`config.mk`:
```
export PLATFORM = sky130hd
export DESIGN_NAME = uart_tx_chan
export DESIGN_NICKNAME = d
export VERILOG_FILES = /design/src/rtl/uart_tx_pkg.sv /design/src/rtl/uart_baud_gen.sv /design/src/rtl/uart_tx_shifter.sv /design/src/rtl/uart_tx_chan.sv
export SDC_FILE = /design/constraint.sdc
export NUM_CORES = 1
export LEC_CHECK = 0
export ABC_CLOCK_PERIOD_IN_PS = 13400
export BUFFER_PORTS_ARGS = -buffer_cell sky130_fd_sc_hd__buf_2
export CAP_MARGIN = 20
export CELL_PAD_IN_SITES_DETAIL_PLACEMENT = 1
export CELL_PAD_IN_SITES_GLOBAL_PLACEMENT = 2
export CORE_ASPECT_RATIO = 1.75
export CORE_MARGIN = 4
export CORE_UTILIZATION = 42
export DETAILED_ROUTE_END_ITERATION = 12
export GPL_ROUTABILITY_DRIVEN = 0
export PLACE_DENSITY = 0.95
export SYNTH_ARGS = -nofsm -noshare
export SYNTH_HDL_FRONTEND = slang
export SYNTH_SLANG_ARGS = --single-unit
```
`constraint.sdc`:
```
create_clock -name clk -period 13.4 [get_ports clk]
set_input_delay 2.01 -clock clk [delete_from_list [all_inputs] [get_ports clk]]
set_output_delay 2.01 -clock clk [all_outputs]
set_load 0.03 [all_outputs]
```
`src/rtl/uart_tx_pkg.sv`:
```
package uart_tx_pkg;
  localparam int DIV_W   = 7;
  localparam int PRE_W   = 4;
  localparam int MAX_PRE = 11;
  localparam int DATA_W  = 8;
  localparam int FRAME_W = 1 + DATA_W + 1 + 2;
  localparam int NB_W    = $clog2(FRAME_W + 1);
  localparam int CFG_W   = PRE_W + DIV_W + 8;

  typedef enum logic [1:0] {
    PAR_NONE = 2'd0,
    PAR_ZERO = 2'd1,
    PAR_EVEN = 2'd2,
    PAR_ODD  = 2'd3
  } par_e;

  typedef struct packed {
    logic [PRE_W-1:0] presc;
    logic [DIV_W-1:0] div;
    logic             irq_cont;
    logic             invert;
    logic             msb_first;
    logic             stop2;
    par_e             parity;
    logic [1:0]       len;
  } cfg_t;

  typedef struct packed {
    logic [FRAME_W-1:0] bits;
    logic [NB_W-1:0]    n;
  } frame_t;

  function automatic int data_len(input logic [1:0] code);
    case (code)
      2'd0:    return 5;
      2'd1:    return 7;
      default: return DATA_W;
    endcase
  endfunction

  // Frame laid out in send order, bit 0 first; unused positions stay at 1.
  function automatic frame_t build_frame(input cfg_t c, input logic [DATA_W-1:0] d);
    frame_t f;
    int dl;
    int pos;
    logic [DATA_W-1:0] mask;
    logic p;
    dl = data_len(c.len);
    f.bits = '1;
    f.bits[0] = 1'b0;
    pos = 1;
    for (int i = 0; i < DATA_W; i++) begin
      if (i < dl) begin
        f.bits[pos] = c.msb_first ? d[dl - 1 - i] : d[i];
        pos++;
      end
    end
    mask = {DATA_W{1'b1}} >> (DATA_W - dl);
    p = ^(d & mask);
    case (c.parity)
      PAR_ZERO: begin f.bits[pos] = 1'b0; pos++; end
      PAR_EVEN: begin f.bits[pos] = p;    pos++; end
      PAR_ODD:  begin f.bits[pos] = ~p;   pos++; end
      default:  ;
    endcase
    f.n = NB_W'(pos + 1 + int'(c.stop2));
    return f;
  endfunction
endpackage

```
`src/rtl/uart_baud_gen.sv`:
```
module uart_baud_gen #(
  parameter int DIV_W   = 7,
  parameter int PRE_W   = 4,
  parameter int MAX_PRE = 11
) (
  input  logic             clk,
  input  logic             rst_n,
  input  logic             run,
  input  logic [DIV_W-1:0] div,
  input  logic [PRE_W-1:0] presc,
  output logic             tick
);
  localparam int CNT_W = DIV_W + MAX_PRE + 2;

  logic [PRE_W-1:0] k_eff;
  logic [CNT_W-1:0] period_m1;
  logic [CNT_W-1:0] cnt;

  always_comb begin
    k_eff     = (presc > PRE_W'(MAX_PRE)) ? PRE_W'(MAX_PRE) : presc;
    period_m1 = ((CNT_W'(div) + CNT_W'(1)) << (CNT_W'(k_eff) + CNT_W'(1))) - CNT_W'(1);
    tick      = run && (cnt == period_m1);
  end

  always_ff @(posedge clk or negedge rst_n) begin
    if (!rst_n)            cnt <= '0;
    else if (!run || tick) cnt <= '0;
    else                   cnt <= cnt + CNT_W'(1);
  end

  // the counter never passes the end of the bit period
  a_r7_cnt_in_range: assert property (@(posedge clk) disable iff (!rst_n)
    run |-> cnt <= period_m1);
  // counting restarts after each bit boundary
  a_r7_restart: assert property (@(posedge clk) disable iff (!rst_n)
    tick |=> cnt == '0);
endmodule

```
`src/rtl/uart_tx_shifter.sv`:
```
module uart_tx_shifter #(
  parameter int FRAME_W = 12,
  parameter int NB_W    = 4
) (
  input  logic               clk,
  input  logic               rst_n,
  input  logic               load,
  input  logic [FRAME_W-1:0] frame,
  input  logic [NB_W-1:0]    nbits,
  input  logic               tick,
  output logic               line,
  output logic               busy,
  output logic               last
);
  logic [FRAME_W-1:0] sh;
  logic [NB_W-1:0]    rem;

  always_ff @(posedge clk or negedge rst_n) begin
    if (!rst_n) begin
      sh   <= '1;
      rem  <= '0;
      busy <= 1'b0;
    end else if (load) begin
      sh   <= frame;
      rem  <= nbits;
      busy <= 1'b1;
    end else if (busy && tick) begin
      sh  <= {1'b1, sh[FRAME_W-1:1]};
      rem <= rem - NB_W'(1);
      if (rem == NB_W'(1)) busy <= 1'b0;
    end
  end

  always_comb begin
    line = busy ? sh[0] : 1'b1;
    last = busy && tick && (rem == NB_W'(1));
  end

  // a new frame always opens with the start level
  a_r2_start_bit: assert property (@(posedge clk) disable iff (!rst_n)
    $rose(busy) |-> !line);
  // an active frame always has bits left to send
  a_r5_rem_live: assert property (@(posedge clk) disable iff (!rst_n)
    busy |-> rem != '0);
endmodule

```
`src/rtl/uart_tx_chan.sv`:
```
module uart_tx_chan
  import uart_tx_pkg::*;
(
  input  logic              clk,
  input  logic              rst_n,
  input  logic              cfg_we,
  input  logic [CFG_W-1:0]  cfg_wdata,
  input  logic              s_valid,
  output logic              s_ready,
  input  logic [DATA_W-1:0] s_data,
  input  logic              ovr_clr,
  output logic              tx,
  output logic              irq,
  output logic              ovr
);
  localparam cfg_t CFG_RST = '{presc: '0, div: DIV_W'(2), irq_cont: 1'b0,
                               invert: 1'b0, msb_first: 1'b0, stop2: 1'b0,
                               parity: PAR_NONE, len: 2'd2};

  cfg_t              cfg_q;
  cfg_t              cfg_in;
  logic [DATA_W-1:0] hold_q;
  logic              hold_full;
  logic              sh_busy, sh_last, sh_line, tick;
  logic              load, accept, cfg_lock;
  frame_t            fr;

  always_comb begin
    cfg_in   = cfg_t'(cfg_wdata);
    cfg_lock = sh_busy || hold_full;
    s_ready  = !hold_full;
    accept   = s_valid && s_ready;
    load     = hold_full && (!sh_busy || sh_last);
    fr       = build_frame(cfg_q, hold_q);
    tx       = sh_line ^ cfg_q.invert;
  end

  always_ff @(posedge clk or negedge rst_n) begin
    if (!rst_n) cfg_q <= CFG_RST;
    else if (cfg_we && !cfg_lock && (cfg_in.div >= DIV_W'(2))) cfg_q <= cfg_in;
  end

  always_ff @(posedge clk or negedge rst_n) begin
    if (!rst_n) begin
      hold_q    <= '0;
      hold_full <= 1'b0;
    end else if (accept) begin
      hold_q    <= s_data;
      hold_full <= 1'b1;
    end else if (load) begin
      hold_full <= 1'b0;
    end
  end

  always_ff @(posedge clk or negedge rst_n) begin
    if (!rst_n) begin
      irq <= 1'b0;
      ovr <= 1'b0;
    end else begin
      irq <= cfg_q.irq_cont ? load : sh_last;
      if (s_valid && !s_ready) ovr <= 1'b1;
      else if (ovr_clr)        ovr <= 1'b0;
    end
  end

  uart_baud_gen #(.DIV_W(DIV_W), .PRE_W(PRE_W), .MAX_PRE(MAX_PRE)) u_baud (
    .clk(clk), .rst_n(rst_n), .run(sh_busy),
    .div(cfg_q.div), .presc(cfg_q.presc), .tick(tick)
  );

  uart_tx_shifter #(.FRAME_W(FRAME_W), .NB_W(NB_W)) u_shift (
    .clk(clk), .rst_n(rst_n), .load(load), .frame(fr.bits), .nbits(fr.n),
    .tick(tick), .line(sh_line), .busy(sh_busy), .last(sh_last)
  );

  // an accepted word closes the buffer on the next cycle
  a_r10_accept_fills: assert property (@(posedge clk) disable iff (!rst_n)
    accept |=> !s_ready);
  // overrun is sticky until cleared
  a_r11_ovr_sticky: assert property (@(posedge clk) disable iff (!rst_n)
    ovr && !ovr_clr |=> ovr);
  // configuration cannot move while a transfer is pending
  a_r12_cfg_locked: assert property (@(posedge clk) disable iff (!rst_n)
    cfg_lock |=> $stable(cfg_q));
  // the interrupt is a single-cycle pulse
  a_r8_irq_pulse: assert property (@(posedge clk) disable iff (!rst_n)
    irq |=> !irq);
  // idle line sits at the configured rest level
  a_r6_idle_level: assert property (@(posedge clk) disable iff (!rst_n)
    !sh_busy |-> tx == !cfg_q.invert);
endmodule

```
* After elaboration in Yosys (flattened, before gate mapping) *
Cells that the tools add are included.

storage, ports and cells
  bits of input ports = 32
  bits in registers = 67
  output and inout port bits = 4
  bits in latches = 0
  memory bits (writable) = 0
  bits in read-only memories = 0
  memories = 0

cells by class
  eq/ne operators = 6
  add/subtract/negate cells = 24
  bitwise operators = 5
  multipliers = 0
  divide/modulo/power cells = 0
  shift-type cells = 2
  mux-type cells = 91
  reduce and logical (&&, ||, !) cells = 30
  $lt $le $gt $ge = 34

operators with widths
  operator                                                                 number
  32-bit by 1-bit >= comparator with 1-bit output (second input constant)  8
  32-bit by 5-bit < comparator with 1-bit output (second input constant)   8
  32-bit by 6-bit < comparator with 1-bit output (second input constant)   8
  32-bit by 2-bit adder with 32-bit output (second input constant)         7
  32-bit 2-to-1 mux                                                        7
  4-bit by 32-bit < comparator with 1-bit output (first input constant)    4
  32-bit by 4-bit subtractor with 32-bit output (second input constant)    4
  12-bit bitwise mux                                                       9
  12-bit 2-to-1 mux                                                        9
  3-bit by 32-bit < comparator with 1-bit output (first input constant)    2
  32-bit by 2-bit subtractor with 32-bit output (second input constant)    2
  32-bit by 3-bit subtractor with 32-bit output (second input constant)    2
  1-bit 2-to-1 mux                                                         42
  12-bit case mux with 3 select lines                                      1
  1-bit demux with 4-bit select                                            8
  1-bit by 32-bit < comparator with 1-bit output (first input constant)    1
  2-bit by 32-bit < comparator with 1-bit output (first input constant)    1
  8-bit by 32-bit >> shifter with 8-bit output (first input constant)      1
  5-bit by 32-bit subtractor with 32-bit output (first input constant)     1
  1-bit binary-select mux with 3-bit select                                8
  20-bit by 1-bit adder with 20-bit output (second input constant)         1
  20-bit equality test                                                     1
  20-bit 2-to-1 mux                                                        1
  20-bit by 20-bit left shift with 20-bit output                           1
  27 further kinds                                                         55

* Logic depth before layout (Yosys ltp) *
  depth in word-level cells = 26
  gate-level depth with buffers = 21
  gate-level depth less buffers = 18

* Hierarchy *
From an unflattened synthesis, not the netlist that was laid out.

unflattened totals
  cell total of the unflattened synthesis = 578
  area, all modules = 5360.1 um2

by module, submodules not included
  module           cells an instance  area each (um2)  sequential area each (um2)  instances
  uart_baud_gen    344                2870.3           500.5                       1
  uart_tx_chan     152                1619.1           753.2                       1
  uart_tx_shifter  82                 870.8            440.4                       1

* Worst setup path before layout *
Ideal clock, no wire load.

  kind = register to register
  start point = register cfg_q[17] in the netlist's numbering
  end point = register u_shift.rem[1]
  path slack = 8.587 ns
  stages on the path, launching flop included = 22
  required time = 13.275 ns
  arrival = 4.688 ns
  buffers on the path = 3
  path through = dfrtp_1 > a21oi_4 > inv_4 > buf_4 > ha_1 > clkbuf_1 > inv_2 > nand3_1 > or3_1 > ha_1 > nor4b_1 > nand2_1 > nand3_1 > nand2_1 > nand3_1 > o32ai_1 > nand4_1 > a2111oi_4 > nand4_4 > and2_4 > buf_6 > mux2_4

between the ends
  cells in the longest elaborated chain, start to end = 12
  elaborated cells on any way between the ends = 13
  those cells by class = 2 x add/sub; 1 x order compare; 1 x eq/ne; 1 x shift; 2 x mux; 6 x reduce/logical

ends and longest elaborated chain
  item                                                           RTL line                                      source
  from (decl)                                                    uart_tx_chan.sv:20                            cfg_t cfg_q;
  from (signal assigned)                                         uart_tx_chan.sv:40                            else if (cfg_we && !cfg_lock && (cfg_in.div >= DIV_W'(2))) cfg_q <= cfg_in;
  4-bit > comparator                                             uart_baud_gen.sv:20                           k_eff = (presc > PRE_W'(MAX_PRE)) ? PRE_W'(MAX_PRE) : presc;
  4-bit 2-to-1 mux (*)                                           uart_baud_gen.sv:20
  4-bit by 1-bit adder with 5-bit output (*)                     uart_baud_gen.sv:21                           period_m1 = ((CNT_W'(div) + CNT_W'(1)) << (CNT_W'(k_eff) + CNT_W'(1))) - CNT_W'(1);
  20-bit by 20-bit left shift with 20-bit output (*)             uart_baud_gen.sv:21
  20-bit by 1-bit subtractor with 20-bit output (*)              uart_baud_gen.sv:21
  20-bit equality test (*)                                       uart_baud_gen.sv:22                           tick = run && (cnt == period_m1);
  1-bit logical AND (*)                                          uart_baud_gen.sv:22
  1-bit logical AND (*)                                          uart_tx_shifter.sv:27, uart_tx_shifter.sv:36
  1-bit logical AND                                              uart_tx_shifter.sv:36                         last = busy && tick && (rem == NB_W'(1));
  1-bit logical OR                                               uart_tx_chan.sv:33                            load = hold_full && (!sh_busy || sh_last);
  1-bit logical AND                                              uart_tx_chan.sv:33
  4-bit 2-to-1 mux / 2-bit nonzero test (equally long branches)  -
  to (signal assigned)                                           uart_tx_shifter.sv:25                         rem <= nbits;
  to (signal assigned)                                           uart_tx_shifter.sv:29                         rem <= rem - NB_W'(1);
  to (decl)                                                      uart_tx_shifter.sv:16                         logic [NB_W-1:0] rem;

Mark *: on every way between the ends. The rest lies on a longest branch, timed or not.
A chain may end at the register's enable or synchronous reset.

* Worst setup path after layout *
  start point = register cfg_q[17] in the netlist's numbering
  end point = register u_shift.sh[6]

between the ends
  cells in the longest elaborated chain, start to end = 12
  elaborated cells on any way between the ends = 13
  those cells by class = 2 x add/sub; 1 x order compare; 1 x eq/ne; 1 x shift; 2 x mux; 6 x reduce/logical

ends and longest elaborated chain
  item                                                            RTL line                                      source
  4-bit > comparator                                              uart_baud_gen.sv:20
  4-bit 2-to-1 mux (*)                                            uart_baud_gen.sv:20
  4-bit by 1-bit adder with 5-bit output (*)                      uart_baud_gen.sv:21
  20-bit by 20-bit left shift with 20-bit output (*)              uart_baud_gen.sv:21
  20-bit by 1-bit subtractor with 20-bit output (*)               uart_baud_gen.sv:21
  20-bit equality test (*)                                        uart_baud_gen.sv:22
  1-bit logical AND (*)                                           uart_baud_gen.sv:22
  1-bit logical AND (*)                                           uart_tx_shifter.sv:27, uart_tx_shifter.sv:36
  1-bit logical AND                                               uart_tx_shifter.sv:36
  1-bit logical OR                                                uart_tx_chan.sv:33
  1-bit logical AND                                               uart_tx_chan.sv:33
  12-bit 2-to-1 mux / 2-bit nonzero test (equally long branches)  -
  to (signal assigned)                                            uart_tx_shifter.sv:24                         sh <= frame;
  to (signal assigned)                                            uart_tx_shifter.sv:28                         sh <= {1'b1, sh[FRAME_W-1:1]};
  to (decl)                                                       uart_tx_shifter.sv:15                         logic [FRAME_W-1:0] sh;

Marks and branches as above.

==> results.md <==
- Status: complete, no violations
- Gr usage total: 22.8%
- Post-CTS setup buffers: 0
- Syn_nets: 599
- Mapped Cells: 559
- Simple-gate share of the synthesized area: 21.1%
- Post-synthesis sequential area ratio: between 30% and 40%
- Relative max-transition margin: 39.5%
- Clock Skew: 0.00954 ns
- RSZ-0062 raised after global routing: no
- Fin Setup TNS: 0 ns
- Largest family of logic cells by synthesized area: simple AND/OR/NAND/NOR gates
- Maximum vdd drop: 90.6 µV
- Syn_area_per_cell: 9.27 µm²
- Adder-cell share of the synthesized area: 1.93%
- Final period utilization: approximately 45%
- CP required: roughly 14 ns
- Hold path start: u_shift.sh[11]$_DFFE_PN1P_
- Clock Sink Count: 67
- Number of max-cap violations: 0
- Port bufs: 35
- Starting Density: 42.9%
- Fin cells: 755
- Number of global-route vias before repair: 5115
- Worst path arrival time: 6.31 ns
- Hold WC Path Type: reg -> reg
- Async SR Flop Fraction: 100%
- ANT nets after route: 0
- Fraction of layout cells with a size suffix above 1: 21.7%
- Synth top area cells: dfrtp_1, dfstp_2, xnor2_1
- Total CTS buffers: 9
- Root Buffer: clkbuf_16
- Dominant synthesized flop cell: dfrtp_1
- Slew Viols, Final: 0
- Post-synth EDFFs: 0
- Critical path class: reg -> reg
- Pwr Density: 140 nW/µm²
- Share of Yosys cell area claimed by the top area cell type: 25.6%
- Post-synthesis mux area share: between 10% and 20%
- Hold_buf cts: 0
- Final hold violations: 0
- TritonCTS clock tree: yes
- Cell Count Post-Placement: 739
- DPL Wire Length: 12.2 mm
- # fillers: between 1k and 1.5k
- Die W: 92.0 µm
- Die H: between 150 and 200 µm
- Synthesized area: 5180 µm²
- Cell taking the most area after synthesis: dfrtp_1
- Routed wire length per instance: between 20 and 25 µm
- Max FO, Critical Path: 27
- Hold Path Stages: 2
- Reg2reg start: cfg_q[17]$_DFFE_PN0P_
- RR Endpoint: u_shift.sh[6]$_DFFE_PN1P_
- Via Count: 4590
- Xor/xnor share of the synthesized area: 10.1%
- CORE AREA: 12100 µm²
- 1st-iter DRT viols: 212
- Global-route wire length before repair: around 26 mm
- Routed WL: 15.7 mm
- Worst Hold Path EP: u_shift.sh[11]$_DFFE_PN1P_
- Clk buf depth: 2
- Die area: around 14000 µm²
- Pin count of the biggest net entering global routing: 68
- Startpoint Class: flop
- Number of inserted diodes: 0
- Commonest cells post-synth: dfrtp_1, nor2_1, nand2_1, xnor2_1
- Remaining DRCs: 0
- I/O pin count: 36
- Synthesis Warnings: 0
- Detailed Routing Iterations Pass 1: 4
- H-tree levels: 3
- Worst-margin pin slew: 0.906 ns
- Register-to-Register Setup Slack: 7.35 ns
- Min Clock Period, post-route: between 6 and 7 ns
- Setup violations, final: 0
- Post-layout util: roughly half
- GRT overflow: 0
- Max Freq: 165 MHz
- Post-synthesis compound-gate area fraction: slightly below 20%
- Most frequent cell after synthesis: dfrtp_1
- R2R cell count: 18
- Worst skew pair latency: 0.34 ns
- Vias per std cell: about 6.1
- Nets: 625
- Row count: 53
- Initial antenna violation count: 0
- Post-CTS sizing: 0
- Count of cell types in the netlist: 91
- Reg clk slew, reported paths: 0.06 ns
- Pleak: 2.48 nW
- Layout area overhead: 11.9%
- Hold_ws: 0.492 ns
- Crit. End Element: flop
- Flops & latches, synth: 67
==> per-layer routing <==
layer  vias to the layer above  part of all wire, %  global-route usage, %
li1                       2123                    -                      -
met1                      2285                   36                   22.5
met5                         -                    0                      0
met2                       123                   55                   43.8
met4                         0                  5.8                   14.2
met3                        59                  2.9                   3.10
==> power breakdown <==
| part | leakage (nW) | internal [mW] | total [mW] | switching [mW] |
|---|---|---|---|---|
| Sequential | 0.817 | 0.240 | 0.287 | 0.0472 |
| Clock | 0.156 | 0.167 | 0.260 | 0.0928 |
| Combinational | 1.51 | 0.113 | 0.263 | 0.151 |
| Total | 2.48 | 0.520 | 0.811 | 0.291 |
==> logic make-up after synthesis <==
| logic type | count (synthesis) |
|---|---|
| adder cells (fa/ha/maj) | 8 |
| XOR/XNOR | 58 |
| AND/OR/NAND/NOR | 203 |
| AO/OA/AOI/OAI | 128 |
| buffers and inverters | 46 |
| flip-flops | 67 |
| multiplexers | 49 |
==> registers in the layout, summed over array words and instances (netlist names), 4 cells and up <==
| signal | count |
|---|---|
| u_shift.rem | 4 |
| u_shift.sh | 12 |
| cfg_q | 19 |
| u_baud.cnt | 20 |
| hold_q | 8 |
==> per-stage QoR <==
step | power [mW] | area [µm²] | worst slack (ns)
after floorplan | 0.475 | 5180 | 8.59
after detailed placement | 0.549 | 5470 | 7.40
after global placement | 0.534 | 5470 | 7.67
after CTS | 0.813 | 5790 | 7.36
after global routing | 0.853 | 5790 | 6.95
final | 0.811 | 5790 | 7.35
==> layout make-up <==
class	count	area (µm²)	area share (%)
multi-input combinational	446	3280	56.7
sequential	67	1690	29.2
clock buffer	11	243	4.19
tap	165	206	3.56
timing repair buffer	39	205	3.54
inverter	22	85.1	1.47
clock inverter	5	77.6	1.34
==> cells in the final DEF, fill, tap and decap left out, drive strengths merged, types with 9 or more instances in the layout <==
| cell type | synthesis | routed |
|---|---|---|
| a21oi | 19 | 19 |
| a31oi | 9 | 9 |
| and3 | 13 | 13 |
| buf | 10 | 39 |
| clkbuf | 14 | 11 |
| dfrtp | 53 | 53 |
| dfstp | 14 | 14 |
| inv | 22 | 22 |
| mux2 | 24 | 24 |
| mux2i | 23 | 23 |
| nand2 | 48 | 48 |
| nand3 | 25 | 25 |
| nand4 | 9 | 9 |
| nor2 | 49 | 49 |
| nor3 | 14 | 14 |
| nor4 | 9 | 9 |
| o21ai | 27 | 27 |
| xnor2 | 33 | 33 |
| xor2 | 25 | 25 |
==> how the worst max path moves through the flow <==
stage / startpoint / to / slack (ns) / cells past startpoint
2_1_floorplan: cfg_q[17]$_DFFE_PN0P_ / u_shift.rem[1]$_DFFE_PN0P_ / 8.59 / 21
3_3_place_gp: cfg_q[17]$_DFFE_PN0P_ / u_shift.sh[6]$_DFFE_PN1P_ / 7.67 / 18
3_5_place_dp: cfg_q[17]$_DFFE_PN0P_ / u_shift.sh[6]$_DFFE_PN1P_ / 7.40 / 18
4_1_cts: cfg_q[17]$_DFFE_PN0P_ / u_shift.sh[6]$_DFFE_PN1P_ / 7.36 / 18
5_1_grt: cfg_q[17]$_DFFE_PN0P_ / u_shift.rem[3]$_DFFE_PN0P_ / 6.95 / 18
6_report: cfg_q[17]$_DFFE_PN0P_ / u_shift.sh[6]$_DFFE_PN1P_ / 7.35 / 18
==> worst max-delay path, stage by stage, from the launching register on <==
cell,delay (ns)
dfrtp_1,0.47
a21oi_4,0.37
inv_4,0.18
ha_1,0.65
inv_2,0.27
nand3_1,0.20
or3_1,0.40
ha_1,0.27
nor4b_1,0.16
nand2_1,0.11
nand3_1,0.13
nand2_1,0.26
nand3_1,0.15
o32ai_1,0.33
nand4_1,0.19
a2111oi_4,0.58
nand3_1,0.57
and3_1,0.41
a311o_1,0.27
Power figures use the tool's default switching activity.
